`src/rtl/vrb_pkg.sv`:
```
package vrb_pkg;

  localparam logic [3:0] OFS_BELL = 4'd0;
  localparam logic [3:0] OFS_STAT = 4'd1;
  localparam logic [3:0] OFS_PTRL = 4'd2;
  localparam logic [3:0] OFS_PTRH = 4'd3;
  localparam logic [3:0] OFS_DATA = 4'd4;
  localparam logic [3:0] OFS_CNT  = 4'd5;
  localparam logic [3:0] OFS_ADRL = 4'd6;
  localparam logic [3:0] OFS_ADRH = 4'd7;
  localparam logic [3:0] OFS_IRQ  = 4'd8;

  localparam logic [7:0] OP_READ    = 8'h02;
  localparam logic [7:0] OP_WRITE   = 8'h03;
  localparam logic [7:0] RING_VALUE = 8'h01;
  localparam logic [7:0] ST_OK      = 8'h01;
  localparam logic [7:0] ST_BAD     = 8'h80;
  localparam logic [7:0] REGION_HI  = 8'h80;
  localparam int         RES_BYTE   = 4;

  typedef struct packed {
    logic [7:0]  op;
    logic [7:0]  cnt;
    logic [15:0] addr;
    logic [7:0]  data;
  } pkt_t;

  function automatic logic pkt_ok(input pkt_t p);
    return ((p.op == OP_READ) || (p.op == OP_WRITE)) && (p.cnt == 8'h01);
  endfunction

  function automatic logic in_file(input logic [15:0] a, input logic [15:0] base,
                                   input int unsigned depth);
    return (32'(a) >= 32'(base)) && (32'(a) < (32'(base) + depth));
  endfunction

  function automatic logic [7:0] w1c(input logic [7:0] cur, input logic [7:0] ones);
    return cur & ~ones;
  endfunction

endpackage

```
`src/rtl/vrb_window.sv`:
```
module vrb_window
  import vrb_pkg::*;
#(
  parameter int MBOX_BYTES = 8
) (
  input  logic       clk,
  input  logic       rst_n,
  input  logic [3:0] host_addr,
  input  logic       host_wr,
  input  logic [7:0] host_wdata,
  output logic [7:0] host_rdata,
  input  logic       busy,
  input  logic       done,
  input  logic [7:0] done_status,
  input  logic [7:0] done_rdata,
  input  logic       done_is_read,
  output logic       bell_req,
  output pkt_t       pkt
);

  localparam int IDX_W = $clog2(MBOX_BYTES);

  logic [15:0]      ptr;
  logic [7:0]       ec2h;
  logic [7:0]       isr;
  logic [7:0]       isr_next;
  logic [7:0]       mbox [MBOX_BYTES];
  logic [IDX_W-1:0] dp_idx;
  logic             dp_valid;
  logic             dp_wr;
  logic [7:0]       dp_rdata;

  assign dp_idx   = ptr[IDX_W-1:0];
  assign dp_valid = (ptr[15:8] == REGION_HI) && (32'(ptr[7:0]) < 32'(MBOX_BYTES));
  assign dp_wr    = host_wr && (host_addr == OFS_DATA) && dp_valid;
  assign dp_rdata = dp_valid ? mbox[dp_idx] : 8'h00;
  assign bell_req = host_wr && (host_addr == OFS_BELL) && (host_wdata == RING_VALUE);

  // mailbox bytes: data-port store, fixed alias, engine result
  for (genvar i = 0; i < MBOX_BYTES; i++) begin : g_mbox
    localparam logic [3:0] ALIAS_OFS = 4'(4 + i);
    localparam bit         HAS_ALIAS = (i >= 1) && (i <= 3);
    localparam bit         IS_RES    = (i == RES_BYTE);
    logic [7:0] q;
    logic       we_host;
    logic       we_res;
    assign we_host = (dp_wr && (dp_idx == IDX_W'(i))) ||
                     (HAS_ALIAS && host_wr && (host_addr == ALIAS_OFS));
    assign we_res  = IS_RES && done && done_is_read;
    always_ff @(posedge clk or negedge rst_n) begin
      if (!rst_n)       q <= 8'h00;
      else if (we_res)  q <= done_rdata;
      else if (we_host) q <= host_wdata;
    end
    assign mbox[i] = q;
  end

  assign pkt.op   = mbox[0];
  assign pkt.cnt  = mbox[1];
  assign pkt.addr = {mbox[3], mbox[2]};
  assign pkt.data = mbox[RES_BYTE];

  always_ff @(posedge clk or negedge rst_n) begin
    if (!rst_n) begin
      ptr <= 16'h0000;
    end else if (host_wr) begin
      case (host_addr)
        OFS_PTRL: ptr[7:0]  <= host_wdata;
        OFS_PTRH: ptr[15:8] <= host_wdata;
        OFS_DATA: if (dp_valid) ptr[7:0] <= ptr[7:0] + 8'd1;
        default:  ;
      endcase
    end
  end

  always_ff @(posedge clk or negedge rst_n) begin
    if (!rst_n)                                  ec2h <= 8'h00;
    else if (done)                               ec2h <= done_status;
    else if (host_wr && host_addr == OFS_STAT)   ec2h <= w1c(ec2h, host_wdata);
  end

  always_comb begin
    isr_next = isr;
    if (host_wr && host_addr == OFS_IRQ) isr_next = w1c(isr, host_wdata);
    if (done) isr_next[0] = 1'b1;
  end

  always_ff @(posedge clk or negedge rst_n) begin
    if (!rst_n) isr <= 8'h00;
    else        isr <= isr_next;
  end

  always_comb begin
    case (host_addr)
      OFS_BELL: host_rdata = {7'd0, busy};
      OFS_STAT: host_rdata = ec2h;
      OFS_PTRL: host_rdata = ptr[7:0];
      OFS_PTRH: host_rdata = ptr[15:8];
      OFS_DATA: host_rdata = dp_rdata;
      OFS_CNT:  host_rdata = mbox[1];
      OFS_ADRL: host_rdata = mbox[2];
      OFS_ADRH: host_rdata = mbox[3];
      OFS_IRQ:  host_rdata = isr;
      default:  host_rdata = 8'h00;
    endcase
  end

  AST_FLAG_ON_DONE: assert property (@(posedge clk) disable iff (!rst_n)
    done |=> isr[0]);
  AST_STATUS_ON_DONE: assert property (@(posedge clk) disable iff (!rst_n)
    done |=> (ec2h == $past(done_status)));
  AST_PTR_STEP: assert property (@(posedge clk) disable iff (!rst_n)
    dp_wr |=> (ptr[7:0] == $past(ptr[7:0]) + 8'd1));
  AST_PTR_HOLD: assert property (@(posedge clk) disable iff (!rst_n)
    (host_wr && host_addr == OFS_DATA && !dp_valid) |=> $stable(ptr));

endmodule

```
`src/rtl/vrb_engine.sv`:
```
module vrb_engine
  import vrb_pkg::*;
#(
  parameter int LATENCY = 6
) (
  input  logic clk,
  input  logic rst_n,
  input  logic bell_req,
  input  pkt_t pkt,
  output logic busy,
  output logic done,
  output pkt_t snap
);

  localparam int CNT_W = $clog2(LATENCY + 1);

  logic [CNT_W-1:0] cnt;
  logic             accept;

  assign accept = bell_req && !busy;
  assign done   = busy && (cnt == CNT_W'(1));

  always_ff @(posedge clk or negedge rst_n) begin
    if (!rst_n) begin
      busy <= 1'b0;
      cnt  <= '0;
      snap <= '0;
    end else if (accept) begin
      busy <= 1'b1;
      cnt  <= CNT_W'(LATENCY);
      snap <= pkt;
    end else if (busy) begin
      if (done) busy <= 1'b0;
      else      cnt  <= cnt - CNT_W'(1);
    end
  end

  AST_CNT_RANGE: assert property (@(posedge clk) disable iff (!rst_n)
    busy |-> ((cnt != '0) && (32'(cnt) <= LATENCY)));
  AST_NO_REARM: assert property (@(posedge clk) disable iff (!rst_n)
    (busy && !done) |=> (busy && (cnt == $past(cnt) - CNT_W'(1))));
  AST_SNAP_HELD: assert property (@(posedge clk) disable iff (!rst_n)
    (busy && !done) |=> $stable(snap));

endmodule

```
`src/rtl/vrb_regs.sv`:
```
module vrb_regs
  import vrb_pkg::*;
#(
  parameter logic [15:0] VBASE  = 16'h0580,
  parameter int          VDEPTH = 16
) (
  input  logic       clk,
  input  logic       rst_n,
  input  logic       exec,
  input  pkt_t       cmd,
  output logic [7:0] rdata,
  output logic [7:0] status,
  output logic       is_read
);

  localparam int IDX_W = (VDEPTH > 1) ? $clog2(VDEPTH) : 1;

  logic [7:0]       regs [VDEPTH];
  logic [IDX_W-1:0] idx;
  logic             hit;
  logic             is_write;
  logic             pair_low;
  logic             shadow_v;
  logic [15:0]      shadow_a;
  logic [7:0]       shadow_d;
  logic             shadow_hit;

  assign hit        = in_file(cmd.addr, VBASE, VDEPTH);
  assign idx        = IDX_W'(cmd.addr - VBASE);
  assign is_read    = pkt_ok(cmd) && (cmd.op == OP_READ);
  assign is_write   = pkt_ok(cmd) && (cmd.op == OP_WRITE);
  assign pair_low   = hit && !idx[0] && ((32'(idx) + 32'd1) < 32'(VDEPTH));
  assign shadow_hit = shadow_v && (cmd.addr == shadow_a);
  assign status     = pkt_ok(cmd) ? ST_OK : ST_BAD;

  always_comb begin
    if (shadow_hit) rdata = shadow_d;
    else if (hit)   rdata = regs[idx];
    else            rdata = 8'h00;
  end

  always_ff @(posedge clk or negedge rst_n) begin
    if (!rst_n) begin
      for (int i = 0; i < VDEPTH; i++) regs[i] <= 8'h00;
    end else if (exec && is_write && hit) begin
      regs[idx] <= cmd.data;
    end
  end

  always_ff @(posedge clk or negedge rst_n) begin
    if (!rst_n) begin
      shadow_v <= 1'b0;
      shadow_a <= 16'h0000;
      shadow_d <= 8'h00;
    end else if (exec && is_read) begin
      if (!shadow_hit && pair_low) begin
        shadow_v <= 1'b1;
        shadow_a <= cmd.addr + 16'd1;
        shadow_d <= regs[IDX_W'(idx + IDX_W'(1))];
      end else begin
        shadow_v <= 1'b0;
      end
    end
  end

  AST_LATCH_ODD: assert property (@(posedge clk) disable iff (!rst_n)
    shadow_v |-> (in_file(shadow_a, VBASE, VDEPTH) && (shadow_a[0] != VBASE[0])));
  AST_LATCH_ONESHOT: assert property (@(posedge clk) disable iff (!rst_n)
    (exec && is_read && shadow_hit) |=> !shadow_v);
  AST_BAD_STATUS: assert property (@(posedge clk) disable iff (!rst_n)
    (exec && !pkt_ok(cmd)) |-> (status == ST_BAD));

endmodule

```
`src/rtl/vrb_bridge.sv`:
```
module vrb_bridge
  import vrb_pkg::*;
#(
  parameter int          LATENCY    = 6,
  parameter int          MBOX_BYTES = 8,
  parameter logic [15:0] VBASE      = 16'h0580,
  parameter int          VDEPTH     = 16
) (
  input  logic       clk,
  input  logic       rst_n,
  input  logic [3:0] host_addr,
  input  logic       host_wr,
  input  logic [7:0] host_wdata,
  output logic [7:0] host_rdata
);

  logic       busy;
  logic       done;
  logic       bell_req;
  pkt_t       pkt;
  pkt_t       snap;
  logic [7:0] res_data;
  logic [7:0] res_status;
  logic       res_is_read;

  vrb_window #(.MBOX_BYTES(MBOX_BYTES)) u_window (
    .clk          (clk),
    .rst_n        (rst_n),
    .host_addr    (host_addr),
    .host_wr      (host_wr),
    .host_wdata   (host_wdata),
    .host_rdata   (host_rdata),
    .busy         (busy),
    .done         (done),
    .done_status  (res_status),
    .done_rdata   (res_data),
    .done_is_read (res_is_read),
    .bell_req     (bell_req),
    .pkt          (pkt)
  );

  vrb_engine #(.LATENCY(LATENCY)) u_engine (
    .clk      (clk),
    .rst_n    (rst_n),
    .bell_req (bell_req),
    .pkt      (pkt),
    .busy     (busy),
    .done     (done),
    .snap     (snap)
  );

  vrb_regs #(.VBASE(VBASE), .VDEPTH(VDEPTH)) u_regs (
    .clk     (clk),
    .rst_n   (rst_n),
    .exec    (done),
    .cmd     (snap),
    .rdata   (res_data),
    .status  (res_status),
    .is_read (res_is_read)
  );

  AST_BUSY_READBACK: assert property (@(posedge clk) disable iff (!rst_n)
    (host_addr == OFS_BELL) |-> (host_rdata == {7'd0, busy}));

endmodule

```
`config.mk`:
```
export PLATFORM = sky130hd
export DESIGN_NAME = vrb_bridge
export DESIGN_NICKNAME = d
export VERILOG_FILES = /design/src/rtl/vrb_pkg.sv /design/src/rtl/vrb_window.sv /design/src/rtl/vrb_engine.sv /design/src/rtl/vrb_regs.sv /design/src/rtl/vrb_bridge.sv
export SDC_FILE = /design/constraint.sdc
export NUM_CORES = 1
export LEC_CHECK = 0
export BUFFER_PORTS_ARGS = -buffer_cell sky130_fd_sc_hd__buf_2
export CAP_MARGIN = 0
export CORE_MARGIN = 2
export CORE_UTILIZATION = 57
export CTS_CLUSTER_SIZE = 12
export DETAILED_ROUTE_END_ITERATION = 16
export PLACE_DENSITY = 0.76
export SLEW_MARGIN = 30
export SYNTH_ARGS = -nofsm -noshare
export SYNTH_HDL_FRONTEND = slang
export SYNTH_SLANG_ARGS = --single-unit
```
`constraint.sdc`:
```
create_clock -name clk -period 3.31 [get_ports clk]
set_input_delay 0.1655 -clock clk [delete_from_list [all_inputs] [get_ports clk]]
set_output_delay 0.1655 -clock clk [all_outputs]
set_load 0.02 [all_outputs]
```
* After elaboration in Yosys (flattened, before gate mapping)
Cells that the tools add are included.
** Operators by class
- $add $sub $neg :: 6
- $lt $le $gt $ge :: 8
- Equality and inequality tests :: 24
- Muxes and demuxes :: 32
- Bitwise logic cells :: 6
- Reductions and logical operators :: 50
** Operators by type and width (count)
- $bwmux W128 :: 1
- $mux W8 :: 16
- $pmux W8 S9 :: 1
- $bmux W8 S4 :: 2
- $demux W8 S4 :: 1
- $logic_and A1 B1 Y1 :: 32
- $lt A32 B5 Y1 const B :: 1
- $bmux W8 S3 :: 1
- $add A16 B1 Y16 const B :: 1
- $and A8 B8 Y8 :: 2
- $eq A16 B16 Y1 :: 1
- $eq A4 B3 Y1 const B :: 4
- $eq A8 B1 Y1 const B :: 2
- $eq A8 B2 Y1 const B :: 2
- $ge A16 B11 Y1 const B :: 1
- $lt A16 B11 Y1 const B :: 1
- $pmux W8 S2 :: 1
- $eq A3 B3 Y1 const B :: 4
- $ge A5 B5 Y1 const B :: 2
- $not A4 Y5 :: 2
- $reduce_bool A2 Y1 :: 5
- $mux W3 :: 3
- $add A8 B1 Y8 const B :: 1
- $eq A4 B2 Y1 const B :: 2
- other kinds (23) :: 37
** Word-level totals
- Flip-flop bits (word level) :: 293

* Logic depth before layout (Yosys ltp)
Gate-level depths: netlist of the first run.
- Word-level depth :: 8
- Mapped depth :: 10

* Hierarchy
Synthesis of the first run repeated with hierarchy kept, for this count alone.
** Unflattened totals
- Cell total of the unflattened synthesis :: 1132
- Area, all modules :: 15058.2 sq um
** Modules (own cells, without submodules)
- vrb_regs :: times used 1, cells an instance 574, area an instance 8194.1 sq um, seq. area each 3828.7 sq um
- vrb_window :: times used 1, cells an instance 452, area an instance 5134.9 sq um, seq. area each 2402.3 sq um
- vrb_engine :: times used 1, cells an instance 106, area an instance 1729.2 sq um, seq. area each 1101.1 sq um

* Worst setup path before layout of the first run
No wires, ideal clock.
- Kind :: reg-to-reg
- From :: reg, netlist name u_engine.snap[9]
- To :: reg u_regs.shadow_d[4]
- Library setup time :: 125 ps
- Arrival :: 3216 ps
- Slack :: -31 ps
- Stages on the path, launching flop included :: 11
- Path buffers :: 5
- Period minus slack after synthesis :: 3341 ps
- Cells stage by stage :: dfrtp_1 -> buf_2 -> buf_2 -> buf_2 -> inv_2 -> ha_1 -> clkbuf_1 -> clkbuf_1 -> mux4_2 -> mux4_2 -> mux2_4
** On the way
- Word-level cells in the longest chain between the ends :: 6
- Elaborated cells between the ends (all ways) :: 18
- Those cells by class :: 3 x add/sub; 3 x order compare; 1 x eq/ne; 3 x mux; 1 x bitwise; 7 x reduce/logical
** Ends and longest elaborated chain
- $sub A4 B1 Y4, or another cell as far along :: RTL line vrb_regs.sv:29 : assign idx = IDX_W'(cmd.addr - VBASE);
- $add A4 B1 Y5, or another cell as far along :: RTL line vrb_regs.sv:32 : assign pair_low = hit && !idx[0] && ((32'(idx) + 32'd1) < 32'(VDEPTH));
- $lt A32 B5 Y1, or another cell as far along :: RTL line vrb_regs.sv:32
- $logic_and A1 B1 Y1 or $bmux W8 S4 (tied branches) :: RTL line vrb_regs.sv:32, vrb_regs.sv:59
- $logic_and A1 B1 Y1 or $mux W8 (tied branches) :: RTL line vrb_regs.sv:56, vrb_regs.sv:59
- $reduce_and A2 Y1 (no source line) or $mux W8 (tied branches)
- end signal: assignment :: RTL line vrb_regs.sv:59 : shadow_d <= regs[IDX_W'(idx + IDX_W'(1))];
- end: declaration :: RTL line vrb_regs.sv:25 : logic [7:0] shadow_d;
Several ways; a longest one is shown, not always the timed one. The select of a mux whose other input is x is not followed.
A chain may end at the register's enable or synchronous reset.

* Worst setup path in the final report of the first run
- From :: reg u_window.ptr[10]
- To :: out host_rdata[0]
** On the way
- Word-level cells in the longest chain between the ends :: 4
** Ends and longest elaborated chain
- start: declaration :: RTL line vrb_window.sv:23 : logic [15:0] ptr;
- start signal: assignment :: RTL line vrb_window.sv:69 : OFS_PTRH: ptr[15:8] <= host_wdata;
- $eq A8 B8 Y1 :: RTL line vrb_window.sv:34 : assign dp_valid = (ptr[15:8] == REGION_HI) && (32'(ptr[7:0]) < 32'(MBOX_BYTES));
- $logic_and A1 B1 Y1 :: RTL line vrb_window.sv:34
- $mux W8 :: RTL line vrb_window.sv:36 : assign dp_rdata = dp_valid ? mbox[dp_idx] : 8'h00;
- $pmux W8 S9 :: RTL line vrb_window.sv:94 : case (host_addr)
- end: declaration :: RTL line vrb_bridge.sv:14 : output logic [7:0] host_rdata
Every way passes these cells.

==> results of run 1 <==
metal layers:
layer	track usage, %	part of all wire [%]	up-vias
met4	8.204	3.1	0
met5	0	0	-
met2	41.84	46	342
met3	4.984	7.0	92
met1	39.53	43	5014
li1	-	-	4032
synth_stat cells (all sizes together), types with 2 or more instances:
cell       n  share of area (%)
o221ai     3               0.17
mux4      91                 13
o211ai    20               0.98
clkbuf    42                1.0
and4bb     2               0.16
mux2     243                 18
a21oi     11               0.38
buf       32                1.2
or3        4               0.20
nand2     35               0.86
xor2      16               0.92
dfrtp    293                 48
a2bb2oi    2               0.11
or4        2               0.12
nand3     17               0.59
nand4b     7                1.1
o21ai     24               0.88
a21boi    15               0.74
nor3      10               0.33
ha        12               0.98
xnor2      2               0.11
and4       3               0.17
nand3b     2               0.18
nand2b     5               0.22
nor4b      6               0.54
mux2i     39                2.6
a22o       5               0.29
nor2      12               0.34
o22a       2               0.11
inv       24               0.59
or2b       4               0.20
nor4bb     4               0.26
a221oi     6               0.34
a221o      3               0.20
o2bb2ai    2               0.11
nor2b      2              0.082
nand4      6               0.74
nor4      15                1.0
and2      11               0.45
and3      10               0.41
what timing repair did:
item                      4_1_cts  5_1_grt
gates resized for setup         0        0
hold buffers                    1        0
hold endpoints to repair      102        0
critical path, stage by stage (launching register included):
cell and delay [ns]:
dfrtp_1 0.45, or4_4 0.59, nor3_1 0.25, nand2_1 0.32, o221ai_1 0.34, buf_2 0.22
metrics by stage:
step	cell area [sq um]	instances	utilization (%)
floorplan	15290	1052	-
global placement	15830	1369	60.39
detailed placement	15830	1369	60.39
CTS	16750	1422	63.93
global route	16750	1422	63.93
finish	16750	1422	63.93
logic make-up after synthesis:
kind of cell	synth area share, %
multiplexers	34.35
flip-flops	47.96
AND/OR/NAND/NOR	8.127
AO/OA/AOI/OAI	4.714
buffers and inverters	2.840
XOR/XNOR	1.031
adder cells (fa/ha/maj)	0.9821
worst paths after layout:
check                                           to  cells after the start  slack (ns)          startpoint
worst max-delay path                 host_rdata[0]                      5        0.42    u_window.ptr[10]
min in group asynchronous           u_regs.regs[9]                      2        0.24               rst_n
max in group asynchronous          u_regs.regs[82]                      3        2.11               rst_n
worst min-delay path              u_window.ec2h[1]                      2        0.03       host_wdata[1]
worst max register to register     u_regs.regs[39]                      8        0.44     u_engine.cnt[1]
worst min register to register  u_regs.shadow_a[7]                      1        0.49  u_regs.shadow_a[7]
sequential cells by signal, summed over array words and instances, names as in the netlist:
| name | cells |
|---|---|
| u_window.ec2h | 8 |
| u_window.ptr | 16 |
| u_regs.regs | 128 |
| u_engine.cnt | 3 |
| u_regs.shadow_v | 1 |
| u_regs.shadow_d | 8 |
| u_window.isr | 8 |
| u_regs.shadow_a | 16 |
| u_engine.snap | 40 |
| u_window.g_mbox.q | 64 |
| u_engine.busy | 1 |
where the power goes:
part           switching [mW]  total, mW  internal, mW
clock                    1.35       3.24          1.89
combinational           0.374      0.694         0.320
sequential              0.218       3.92          3.70
layout by cell type (no fill, tap or decap), drive strengths merged, types with 15 or more instances in the layout:
| cell | instances |
|---|---|
| dfrtp | 293 |
| mux2 | 243 |
| mux4 | 91 |
| buf | 56 |
| clkbuf | 48 |
| mux2i | 39 |
| nand2 | 35 |
| inv | 24 |
| o21ai | 24 |
| o211ai | 20 |
| nand3 | 17 |
| xor2 | 16 |
| a21boi | 15 |
| nor4 | 15 |
final cells by class:
cell class                      instances  area [sq um]  area share [%]
Multi-Input combinational cell        661          7540           45.00
Sequential cell                       293          7338           43.80
Clock buffer                           48         849.6           5.071
Timing Repair Buffer                   57         447.9           2.673
Tap cell                              335         419.2           2.502
Inverter                               24         90.09          0.5377
Clock inverter                          4         70.07          0.4182
==> summary.md, run 1 <==
| Metric | Value |
|---|---|
| Mapped Nets | `1079` |
| Async set-or-reset flop fraction in the synthesized netlist | `100.0%` |
| # port buffers | `22` |
| Setup TNS | `0 ns` |
| Tmin final | `2.888 ns` |
| Setup Crit Path Kind | `reg -> out` |
| Critical Path RT | `3.14 ns` |
| WP data arrival | `2.72 ns` |
| Vias per cell | `6.667` |
| CP Launch Type | `register` |
| H-tree depth | `1` |
| Routed WL per cell | `25.55 microns` |
| Clock Sinks | `293` |
| CTS Buffer Depth | `3` |
| DRT Pass-1 Iters | `6` |
| Area Overhead vs Synth | `9.591%` |
| Vias | `9480` |
| Pwr/cell area | `468.6 nW/um^2` |
| Crit. End Element | `output pin` |
| Total chip power | `7.852 mW` |
| Placement Setup Slack | `0.4343 ns` |
| Number of buffers created by CTS | `30` |
| Maximum vdd drop | `425.0 uV` |
| Layout cells sized above 1 | `37.72%` |
| Total of max-cap violations | `0` |
| ANT cells | `0` |
| Netlist cell types | `71` |
| CTS Root Buffer Type | `clkbuf_16` |
| Drt total wl | `36340 microns` |
| Leak | `7.995 nW` |
| Fin. max-slew vios | `0` |
| Initial antenna violation count | `0` |
| CTS tree | `yes` |
| RD Place Congestion | `0.9087` |
| Postcts setup bufs | `0` |
| Post-DP HPWL | `24720 microns` |
| Period utilisation layout | `87.26%` |
| Number of global-route vias before repair | `9878` |
| Gr usage total | `27.03%` |
| Syn. warnings | `0` |
| GRT overflow | `0` |
| Core Area | `26210 sq um` |
| Status | `complete, no violations` |
| Die ar. | `28150 sq um` |
| Mean Syn Cell Area | `14.53 sq um` |
| Min-Delay Path Class | `in -> reg` |
| Slew margin rel. | `41.57%` |
| Post-Synthesis Cells | `1052` |
| Die height | `167.8 microns` |
| Final ANT Viol Nets | `0` |
| Later-pin clock latency in the skew report | `0.56 ns` |
| Synthesized area | `15290 sq um` |
| I/O Pins | `23` |
| Final setup vio count | `0` |
| First-pass GRT wire length | `58900 microns` |
| Layout filler cell count | `1911` |
| Worst-path fanout max | `10` |
| Largest net degree at the start of global routing | `109` |
| Fin worst setup slack | `0.4217 ns` |
| Sequential fraction of the synthesis area | `47.96%` |
| Post-synth EDFFs | `0` |
| Number of DRC markers in iteration 0 | `866` |
| Final hold violation count | `0` |
| Synth Register Bits | `293` |
| Hold_ws | `0.02927 ns` |
| Clock-pin transition on the worst setup and hold timing paths | `0.06 ns` |
| Detailed-route DRC error count | `0` |
| Post-synth top flop | `dfrtp_1` |
| Die X | `167.8 microns` |
| Worst Tran Pin Value | `0.8765 ns` |
| Starting Density | `58.34%` |
| Row count | `59` |
| RSZ-0062 raised after global routing | `no` |
| Clk_skew | `0.01601 ns` |
| Nets | `1094` |
| Fmax | `346.2 MHz` |
(Power assumes the default switching activity.)
==> run 2: changes to the inputs <==
--- a/config.mk
+++ b/config.mk
@@ -7,11 +7,14 @@
 export LEC_CHECK = 0
 export BUFFER_PORTS_ARGS = -buffer_cell sky130_fd_sc_hd__buf_2
 export CAP_MARGIN = 0
+export CELL_PAD_IN_SITES_DETAIL_PLACEMENT = 0
+export CELL_PAD_IN_SITES_GLOBAL_PLACEMENT = 1
 export CORE_MARGIN = 2
-export CORE_UTILIZATION = 57
+export CORE_UTILIZATION = 49
 export CTS_CLUSTER_SIZE = 12
 export DETAILED_ROUTE_END_ITERATION = 16
-export PLACE_DENSITY = 0.76
+export HOLD_SLACK_MARGIN = 0.05
+export PLACE_DENSITY_LB_ADDON = 0.1
 export SLEW_MARGIN = 30
 export SYNTH_ARGS = -nofsm -noshare
 export SYNTH_HDL_FRONTEND = slang
==> run 2 against run 1 <==
  * Non-clock buffer count rose by 7
  * Maximum frequency rose by 2.0%
  * Critical path depth did not move
  * Design area rose by 2.3%
  * Via count fell by 3.1%
  * Combinational power fell by 0.7%
  * Largest cell class unchanged
  * Die area rose by 16%
  * Sequential power barely moved
  * Highest routed layer unchanged
  * Wire length rose by 4.5%
==> summary.md, run 2 (synthesis gave the netlist of run 1 again) <==
| Metric | Value |
|---|---|
| Nets | `1105` |
| Vias | `9184` |
| Post-DP HPWL | `26300 microns` |
| Power share of the clock group | `46.1%` |
| Setup Crit Path Kind | `reg -> out` |
| RD Place Congestion | `0.8474` |
| Max stage delay on crit path | `0.59 ns` |
| Combinational power share | `8.0%` |
| Maximum vdd drop | `469.0 uV` |
| WP data arrival | `2.67 ns` |
| Fmax | `353.3 MHz` |
| Flip-flop count of the largest register after layout | `128` |
| Period utilisation layout | `85.52%` |
| Starting Density | `49.85%` |
| Row count | `64` |
| Clock-pin transition on the worst setup and hold timing paths | `0.06 ns` |
| CP Launch Type | `register` |
| Seq pwr share | `45.8%` |
| Largest net degree at the start of global routing | `104` |
| Crit-path cells | `or4_4 -> nor3_1 -> nand2_1 -> o221ai_1 -> buf_2` |
| ANT cells | `0` |
| Worst Tran Pin Value | `0.8307 ns` |
| CTS Root Buffer Type | `clkbuf_16` |
| Number of DRC markers in iteration 0 | `608` |
| Layout cells sized above 1 | `39.15%` |
| Status | `complete, no violations` |
| Sw Share | `24.59%` |
| Later-pin clock latency in the skew report | `0.52 ns` |
| Core Area | `30670 sq um` |
| Die X | `180.6 microns` |
| CTS Buffer Depth | `3` |
| Die ar. | `32630 sq um` |
| Setup TNS | `0 ns` |
| Commonest non-fill, non-tap cell in the layout | `dfrtp_1` |
| Area Overhead vs Synth | `12.11%` |
| Most frequent cells in the layout | `dfrtp_1, mux2_2, mux4_2` |
| Crit. End Element | `output pin` |
| GRT overflow | `0` |
| Switching power of the nets | `2.104 mW` |
| Hold_ws | `0.07958 ns` |
| Vias per cell | `6.135` |
| I/O Pins | `23` |
| Top Registers | `u_regs.regs (128), u_window.g_mbox.q (64), u_engine.snap (40)` |
| Die height | `180.6 microns` |
| Number of global-route vias before repair | `9440` |
| Pwr/cell area | `499.3 nW/um^2` |
| Worst-path fanout max | `10` |
| Min-Delay Path Class | `in -> reg` |
| Detailed-route DRC error count | `0` |
| Drt total wl | `37980 microns` |
| Total chip power | `8.559 mW` |
| Leak | `8.160 nW` |
| Initial antenna violation count | `0` |
| Final hold violation count | `0` |
| H-tree depth | `2` |
| Critical Path RT | `3.14 ns` |
| Postcts setup bufs | `0` |
| Total of max-cap violations | `0` |
| Slew margin rel. | `44.62%` |
| Number of buffers created by CTS | `34` |
| Crit path from | `u_window.ptr[10]` |
| Min-delay src | `host_wdata[1]` |
| RSZ-0062 raised after global routing | `no` |
| Final setup vio count | `0` |
| CTS tree | `yes` |
| Clock Sinks | `293` |
| Clk_skew | `0.01662 ns` |
| Critical R2R Launch | `u_engine.cnt[1]` |
| Cell internal pwr | `6.454 mW` |
| First-pass GRT wire length | `60040 microns` |
| Tmin final | `2.831 ns` |
| Routed WL per cell | `25.37 microns` |
| Fin util | `55.89%` |
| Slowest CP cell | `or4_4` |
| Reg with most FFs | `u_regs.regs` |
| DRT Pass-1 Iters | `6` |
| Fin. max-slew vios | `0` |
| Final ANT Viol Nets | `0` |
| Gr usage total | `23.86%` |
| # port buffers | `22` |
run 2: final cells by class:
cell class                      instances  area [sq um]
Fill cell                            2486         13530
Multi-Input combinational cell        661          7546
Sequential cell                       293          7338
Clock buffer                           47         960.9
Timing Repair Buffer                   64         505.5
Tap cell                              396         495.5
Clock inverter                         12         203.9
Inverter                               24         90.09
run 2: worst paths after layout:
kind	end	slack, ns	cells past startpoint
max in group asynchronous	u_window.ptr[0]	2.08	3
max reg2reg	u_regs.regs[115]	0.56	9
max	host_rdata[0]	0.48	5
min reg2reg	u_regs.shadow_a[7]	0.49	1
min	u_window.ec2h[1]	0.08	2
min in group asynchronous	u_regs.shadow_a[9]	0.30	2
run 2: critical path, delay by kind of cell, from the launching register on:
kind,cells,cell delay (ns)
compound gates,1,0.34
buf+inv,1,0.22
flops,1,0.43
simple gates,3,1.16
run 2: per-layer routing:
| metal | up-vias | GRT usage, % | part of all wire, % |
|---|---|---|---|
| li1 | 4065 | - | - |
| met5 | - | 0 | 0 |
| met4 | 0 | 7.516 | 3.1 |
| met2 | 182 | 39.54 | 50 |
| met1 | 4866 | 32.86 | 44 |
| met3 | 71 | 3.112 | 3.0 |
run 2: what timing repair did:
item / 4_1_cts / 5_1_grt
gates resized for setup: 0 / 0
hold endpoints to repair: 100 / 0
hold buffers: 3 / 0
run 2: power groups by stage:
stage	Clock [mW]	Combinational, mW	Sequential, mW
2_1_floorplan	0	0.489	3.86
3_3_place_gp	0	0.685	3.99
3_5_place_dp	0	0.693	3.98
4_1_cts	4.03	0.698	3.92
5_1_grt	4.17	0.751	3.93
6_report	3.95	0.689	3.92
run 2: stage by stage:
stage,worst slack [ns],instance area [sq um],cells
6_report,0.4793,17140,1497
5_1_grt,0.3363,17140,1497
4_1_cts,0.5045,17140,1497
3_5_place_dp,0.5316,15950,1435
3_3_place_gp,0.5420,15940,1435
2_1_floorplan,0.1075,15290,1052
